$ cat src/rtl/xcfg_pkg.sv
package xcfg_pkg;

    localparam int ARG_W  = 32;
    localparam int IDX_W  = 8;
    localparam int BYTE_W = 8;
    localparam int CSET_W = 3;
    localparam int N_WR   = 5;
    localparam int N_RO   = 18;
    localparam int SLOT_W = $clog2(N_WR);
    localparam int RO_W   = N_RO * BYTE_W;

    localparam logic [IDX_W-1:0]  BW_IDX      = 8'd183;
    localparam logic [CSET_W-1:0] CSET_NORMAL = 3'b001;

    typedef enum logic [1:0] {
        MODE_CMDSET = 2'd0,
        MODE_SETB   = 2'd1,
        MODE_CLRB   = 2'd2,
        MODE_WRITE  = 2'd3
    } acc_mode_e;

    typedef struct packed {
        logic [5:0]        mbz_hi;
        acc_mode_e         mode;
        logic [IDX_W-1:0]  index;
        logic [BYTE_W-1:0] value;
        logic [4:0]        mbz_lo;
        logic [CSET_W-1:0] cset;
    } sw_arg_t;

    typedef struct packed {
        logic              we;
        logic [SLOT_W-1:0] slot;
        logic [BYTE_W-1:0] data;
    } wr_cmd_t;

    function automatic logic [IDX_W-1:0] wr_index(input int slot);
        case (slot)
            0:       return 8'd156;
            1:       return 8'd175;
            2:       return 8'd179;
            3:       return 8'd183;
            default: return 8'd185;
        endcase
    endfunction

    function automatic logic [IDX_W-1:0] ro_index(input int k);
        case (k)
            0:  return 8'd160;
            1:  return 8'd166;
            2:  return 8'd192;
            3:  return 8'd194;
            4:  return 8'd196;
            5:  return 8'd212;
            6:  return 8'd213;
            7:  return 8'd214;
            8:  return 8'd215;
            9:  return 8'd217;
            10: return 8'd221;
            11: return 8'd222;
            12: return 8'd223;
            13: return 8'd224;
            14: return 8'd229;
            15: return 8'd230;
            16: return 8'd231;
            default: return 8'd232;
        endcase
    endfunction

    function automatic logic [BYTE_W-1:0] apply_mode(input acc_mode_e m,
                                                     input logic [BYTE_W-1:0] old,
                                                     input logic [BYTE_W-1:0] val);
        case (m)
            MODE_SETB:  return old | val;
            MODE_CLRB:  return old & ~val;
            MODE_WRITE: return val;
            default:    return old;
        endcase
    endfunction

    function automatic logic bw_ok(input logic [BYTE_W-1:0] v);
        return (v == 8'd0) || (v == 8'd1) || (v == 8'd2) || (v == 8'd5) || (v == 8'd6);
    endfunction

    function automatic logic cset_ok(input logic [CSET_W-1:0] c);
        return (c == 3'b001) || (c == 3'b010) || (c == 3'b100);
    endfunction

endpackage

$ cat src/rtl/xcfg_decode.sv
module xcfg_decode
    import xcfg_pkg::*;
(
    input  logic                         req_en,
    input  logic [ARG_W-1:0]             arg,
    input  logic [N_WR-1:0][BYTE_W-1:0]  wr_q,
    output wr_cmd_t                      wr,
    output logic                         cset_we,
    output logic [CSET_W-1:0]            cset_new,
    output logic                         legal
);

    sw_arg_t           req;
    logic              hit;
    logic [SLOT_W-1:0] slot;
    logic              mbz_ok;
    logic [BYTE_W-1:0] new_byte;
    logic              is_cset;

    assign req = sw_arg_t'(arg);

    always_comb begin
        hit  = 1'b0;
        slot = '0;
        for (int s = 0; s < N_WR; s++) begin
            if (req.index == wr_index(s)) begin
                hit  = 1'b1;
                slot = SLOT_W'(s);
            end
        end
    end

    assign mbz_ok   = (req.mbz_hi == '0) && (req.mbz_lo == '0);
    assign is_cset  = (req.mode == MODE_CMDSET);
    assign new_byte = apply_mode(req.mode, wr_q[slot], req.value);

    always_comb begin
        if (is_cset) begin
            legal = mbz_ok && cset_ok(req.cset);
        end else begin
            legal = mbz_ok && hit && ((req.index != BW_IDX) || bw_ok(new_byte));
        end
    end

    assign wr.we    = req_en && legal && !is_cset;
    assign wr.slot  = slot;
    assign wr.data  = new_byte;
    assign cset_we  = req_en && legal && is_cset;
    assign cset_new = req.cset;

endmodule

$ cat src/rtl/xcfg_store.sv
module xcfg_store
    import xcfg_pkg::*;
(
    input  logic                         clk,
    input  logic                         rst,
    input  wr_cmd_t                      wr,
    input  logic [RO_W-1:0]              ro_image,
    input  logic [IDX_W-1:0]             rd_idx,
    output logic [N_WR-1:0][BYTE_W-1:0]  wr_q,
    output logic [BYTE_W-1:0]            rd_data
);

    for (genvar g = 0; g < N_WR; g++) begin : g_slot
        always_ff @(posedge clk) begin
            if (rst) begin
                wr_q[g] <= '0;
            end else if (wr.we && (wr.slot == SLOT_W'(g))) begin
                wr_q[g] <= wr.data;
            end
        end
    end

    always_comb begin
        rd_data = '0;
        for (int k = 0; k < N_RO; k++) begin
            if (rd_idx == ro_index(k)) begin
                rd_data = ro_image[k*BYTE_W +: BYTE_W];
            end
        end
        for (int s = 0; s < N_WR; s++) begin
            if (rd_idx == wr_index(s)) begin
                rd_data = wr_q[s];
            end
        end
    end

endmodule

$ cat src/rtl/xcfg_busy.sv
module xcfg_busy #(
    parameter int unsigned BUSY_CYCLES = 4
) (
    input  logic clk,
    input  logic rst,
    input  logic start,
    output logic busy
);

    localparam int CNT_W = $clog2(BUSY_CYCLES + 1);
    localparam logic [CNT_W-1:0] LOAD = CNT_W'(BUSY_CYCLES);

    logic [CNT_W-1:0] cnt;

    always_ff @(posedge clk) begin
        if (rst) begin
            cnt <= '0;
        end else if (start) begin
            cnt <= LOAD;
        end else if (cnt != '0) begin
            cnt <= cnt - 1'b1;
        end
    end

    assign busy = (cnt != '0);

endmodule

$ cat src/rtl/xcfg_switch_unit.sv
module xcfg_switch_unit
    import xcfg_pkg::*;
#(
    parameter int unsigned BUSY_CYCLES = 4
) (
    input  logic                clk,
    input  logic                rst,
    input  logic                arg_valid,
    input  logic [31:0]         arg,
    input  logic [143:0]        ro_image,
    input  logic [7:0]          rd_idx,
    output logic [7:0]          rd_data,
    output logic                busy,
    output logic                switch_err,
    output logic [2:0]          cmd_set
);

    logic                        take;
    logic                        legal;
    logic                        cset_we;
    logic [CSET_W-1:0]           cset_new;
    wr_cmd_t                     wr;
    logic [N_WR-1:0][BYTE_W-1:0] wr_q;

    assign take = arg_valid && !busy;

    xcfg_decode u_decode (
        .req_en   (take),
        .arg      (arg),
        .wr_q     (wr_q),
        .wr       (wr),
        .cset_we  (cset_we),
        .cset_new (cset_new),
        .legal    (legal)
    );

    xcfg_store u_store (
        .clk      (clk),
        .rst      (rst),
        .wr       (wr),
        .ro_image (ro_image),
        .rd_idx   (rd_idx),
        .wr_q     (wr_q),
        .rd_data  (rd_data)
    );

    xcfg_busy #(.BUSY_CYCLES(BUSY_CYCLES)) u_busy (
        .clk   (clk),
        .rst   (rst),
        .start (take && legal),
        .busy  (busy)
    );

    always_ff @(posedge clk) begin
        if (rst) begin
            cmd_set    <= CSET_NORMAL;
            switch_err <= 1'b0;
        end else if (take) begin
            switch_err <= !legal;
            if (cset_we) begin
                cmd_set <= cset_new;
            end
        end
    end

endmodule

$ cat config.mk
export PLATFORM = sky130hd
export DESIGN_NAME = xcfg_switch_unit
export DESIGN_NICKNAME = d
export VERILOG_FILES = /design/src/rtl/xcfg_pkg.sv /design/src/rtl/xcfg_decode.sv /design/src/rtl/xcfg_store.sv /design/src/rtl/xcfg_busy.sv /design/src/rtl/xcfg_switch_unit.sv
export SDC_FILE = /design/constraint.sdc
export NUM_CORES = 1
export LEC_CHECK = 0
export BUFFER_PORTS_ARGS = -buffer_cell sky130_fd_sc_hd__buf_2
export CORE_MARGIN = 3
export CORE_UTILIZATION = 30
export DETAILED_ROUTE_END_ITERATION = 8
export HOLD_SLACK_MARGIN = 0.02
export PLACE_DENSITY = 0.59
export SYNTH_ARGS = -nofsm -noshare
export SYNTH_HDL_FRONTEND = slang
export SYNTH_SLANG_ARGS = --single-unit
export TNS_END_PERCENT = 100
$ cat constraint.sdc
create_clock -name clk -period 7.9 [get_ports clk]
set_input_delay 2.37 -clock clk [delete_from_list [all_inputs] [get_ports clk]]
set_output_delay 2.37 -clock clk [all_outputs]
set_load 0.1 [all_outputs]
==> metrics.md <==
| Metric | Value |
|---|---|
| Status | `completed` |
| Dpl hpwl | `around 16000 um` |
| Synth top area share | `0.209` |
| CTS Buf Count | `5` |
| Critical Path RT | `approximately 5500 ps` |
| Fraction of layout instances using a drive strength above 1 | `0.345` |
| Slew headroom | `0.243` |
| Clock-pin slew on the worst setup and hold paths | `60 ps` |
| Routed wire length | `between 15000 and 20000 um` |
| Post-CTS sizing | `0` |
| CTS Buffer Depth | `2` |
| Worst-margin pin slew | `approximately 1100 ps` |
| Worst-Skew Late Latency | `just under 300 ps` |
| Placed Area | `roughly 5800 um^2` |
| Max Cap Violations | `0` |
| Synth Instances | `between 500 and 600` |
| Netlist cell types | `89` |
| Num rows | `44` |
| Syn-to-layout area delta | `31.9%` |
| Logic pwr share | `0.315` |
| Die H | `about 130 um` |
| Seq cells post-synth | `47` |
| Hold Path Class | `reg -> reg` |
| Vias | `5541` |
| Switching component of the power | `around 0.25 mW` |
| Highest clock rate | `~0.14 GHz` |
| Fin crit share | `0.937` |
| Post-route clock skew | `4.94 ps` |
| Synth warn | `0` |
| Clock sinks | `47` |
| Gpl congestion | `~0.94` |
| Top-Level Pins | `200` |
| Dominant cells by area after synthesis | `dfxtp_1, nor2_1, mux2i_1` |
| Worst Setup SP | `rd_idx[0]` |
| Place WS | `approximately 520 ps` |
| H-tree Lvls | `2` |
| Average footprint of a synthesized cell | `about 8 um^2` |
| Finished Layout Cells | `approximately 940` |
| RSZ-0062 raised after global routing | `false` |
| Reg2Reg Capture Point | `u_store.wr_q[3]$_SDFFE_PP0P_` |
| CTS Root Cell | `clkbuf_16` |
| Clock network power share | `0.362` |
| Via density | `5.87` |
| GR Util All Layers | `0.222` |
| Pwr Total | `about 0.76 mW` |
| Number of global-route vias before repair | `~5.1k` |
| VDD IR-drop max | `between 0.09 and 0.1 mV` |
| Worst r2r src | `u_busy.cnt[0]$_SDFFE_PP0P_` |
| Synth Cell Area | `around 4500 um^2` |
| Fin nets | `between 900 and 1k` |
| Final hold vios | `0` |
| FFs w/ async S/R, synth | `0` |
| Sequential-to-total area share from yosys stat | `0.209` |
| Internal | `slightly above 0.5 mW` |
| Initial DRC count | `roughly 500` |
| Clock period minus worst slack | `~7400 ps` |
| R2R cell count | `9` |
| Slew Limit Fails | `0` |
| Die Wd | `129 um` |
| Drt pass-1 iters | `6` |
| Hold path start | `cmd_set[0]$_SDFFE_PP1P_` |
| Sequential share of power | `0.323` |
| Sw Ratio | `0.326` |
| Gr ovfl total | `0` |
| Fin util | `0.406` |
| Hold slack | `470 ps` |
| Worst-path fanout max | `28` |
| Critical path startpoint category | `input pin` |
| First-pass GRT wire length | `roughly 29000 um` |
| Drt drc | `0` |
| CTS tree | `yes` |
| TNS Setup | `0 ps` |
| Post-Syn Nets | `about 770` |
| Die ar. | `16500 um^2` |
| Post-CTS Setup Repair Bufs | `0` |
| Final-report setup violation count | `0` |
| Initial antenna violation count | `0` |
| Cell area power density | `~130 nW/um^2` |
| Critical path class | `in -> out` |
| Critical Path AT | `5030 ps` |
| Worst Hold Path EP | `cmd_set[0]$_SDFFE_PP1P_` |
| DRT antenna net count | `0` |
| CP Capture Type | `primary output` |
| # diodes | `0` |
| I/O Buffers | `199` |
| P_leak | `between 2 and 2.5 nW` |
| Post-synth top area cell | `dfxtp_1` |
| Number of synthesized flops with an enable pin | `0` |
| R2R setup slack | `roughly 4900 ps` |
| CORE AREA | `roughly 15000 um^2` |
| Fin worst setup slack | `~500 ps` |
| Top FF cell, synth | `dfxtp_1` |
| Placed insts | `around 940` |
| Hold path depth | `1` |
| Fin area | `a little under 6000 um^2` |
| Largest net degree at the start of global routing | `47` |
| # hold bufs at CTS | `0` |
| WL per Instance | `between 20 and 25 um` |
| Initial Util | `0.308` |
## cell usage in the layout, fill, tap and decap left out, types with 4 or more instances in the layout
| cell type | count |
|---|---|
| a211oi_1 | 15 |
| a21oi_1 | 19 |
| a221o_1 | 4 |
| a221oi_1 | 7 |
| a222oi_1 | 11 |
| a22oi_1 | 16 |
| a31oi_1 | 9 |
| a32oi_1 | 5 |
| and2_1 | 5 |
| buf_12 | 7 |
| buf_2 | 192 |
| buf_4 | 15 |
| clkbuf_16 | 5 |
| dfxtp_1 | 47 |
| inv_1 | 15 |
| mux2_2 | 10 |
| mux2i_1 | 28 |
| nand2_1 | 35 |
| nand2b_1 | 5 |
| nand3_1 | 11 |
| nand3b_1 | 4 |
| nand4b_1 | 6 |
| nor2_1 | 86 |
| nor2b_1 | 5 |
| nor3_1 | 18 |
| nor3b_1 | 6 |
| nor4_1 | 7 |
| o211ai_1 | 6 |
| o21a_1 | 4 |
| o21ai_0 | 22 |
| o221ai_1 | 14 |
| o22ai_1 | 19 |
| o31ai_1 | 5 |
| o32a_1 | 7 |
| o32ai_1 | 4 |
| or3_1 | 10 |
## power groups by stage
stage,clock [mW],sequential (mW),combinational (mW)
floorplan,0,0.259,0.141
global placement,0,0.250,0.239
detailed placement,0,0.251,0.237
CTS,0.277,0.245,0.239
global route,0.289,0.245,0.256
finish,0.274,0.245,0.239
## how the worst max path moves through the flow
stage	endpoint
after CTS	rd_data[2]
final	rd_data[2]
after floorplan	rd_data[2]
after detailed placement	rd_data[2]
after global placement	rd_data[2]
after global routing	rd_data[2]
## layer usage
layer  share of wire  routed length, um  global-route usage
met5               0                  0                   0
met4           0.023                448              0.0574
met3           0.077               1510              0.0291
met2            0.48               9440               0.385
met1            0.42               8160               0.291
## sequential cells by signal, indices dropped and copies added (netlist names)
register / cells
cmd_set: 3
switch_err: 1
u_store.wr_q: 40
u_busy.cnt: 3
## cell families after synthesis
| logic type | Yosys count | synth area share |
|---|---|---|
| mux | 39 | 0.0921 |
| simple gates | 235 | 0.295 |
| xor+xnor | 2 | 0.00389 |
| flops | 47 | 0.209 |
| compound gates | 197 | 0.332 |
| fa+ha+maj | 3 | 0.00833 |
| buf+inv | 56 | 0.0597 |
## critical path, cell delays in order
cell and delay [ps]:
buf_2 470, nor4_4 160, buf_4 210, a222oi_1 240, nor2_1 100, a211oi_1 350, nor4_1 110, o41ai_1 550
a31oi_1 250, buf_12 220
## cell usage after synthesis, types with 5 or more instances
library cell	instances
a31oi_1	9
or3_1	10
a221oi_1	8
nor3b_1	6
inv_1	15
nand4b_1	6
o221ai_1	14
dfxtp_1	47
o31ai_1	5
a32oi_1	5
a22oi_1	16
clkbuf_1	12
nor2_1	86
o22ai_1	19
a222oi_1	11
nand2_1	35
o211ai_1	6
o32a_1	7
a211oi_1	15
mux2_2	10
nand2b_1	5
nor2b_1	5
nor3_1	18
nor4_1	7
o21ai_0	23
mux2i_1	28
and2_1	5
nand3_1	11
a21oi_1	19
buf_2	19
## layout make-up
type | count | area, um^2
Clock buffer | 5 | 125
Clock inverter | 3 | 67.6
Fill cell | 1573 | 8700
Inverter | 15 | 56.3
Multi-Input combinational cell | 476 | 3310
Sequential cell | 47 | 941
Tap cell | 184 | 230
Timing Repair Buffer | 214 | 1210
(Power assumes the default switching activity.)
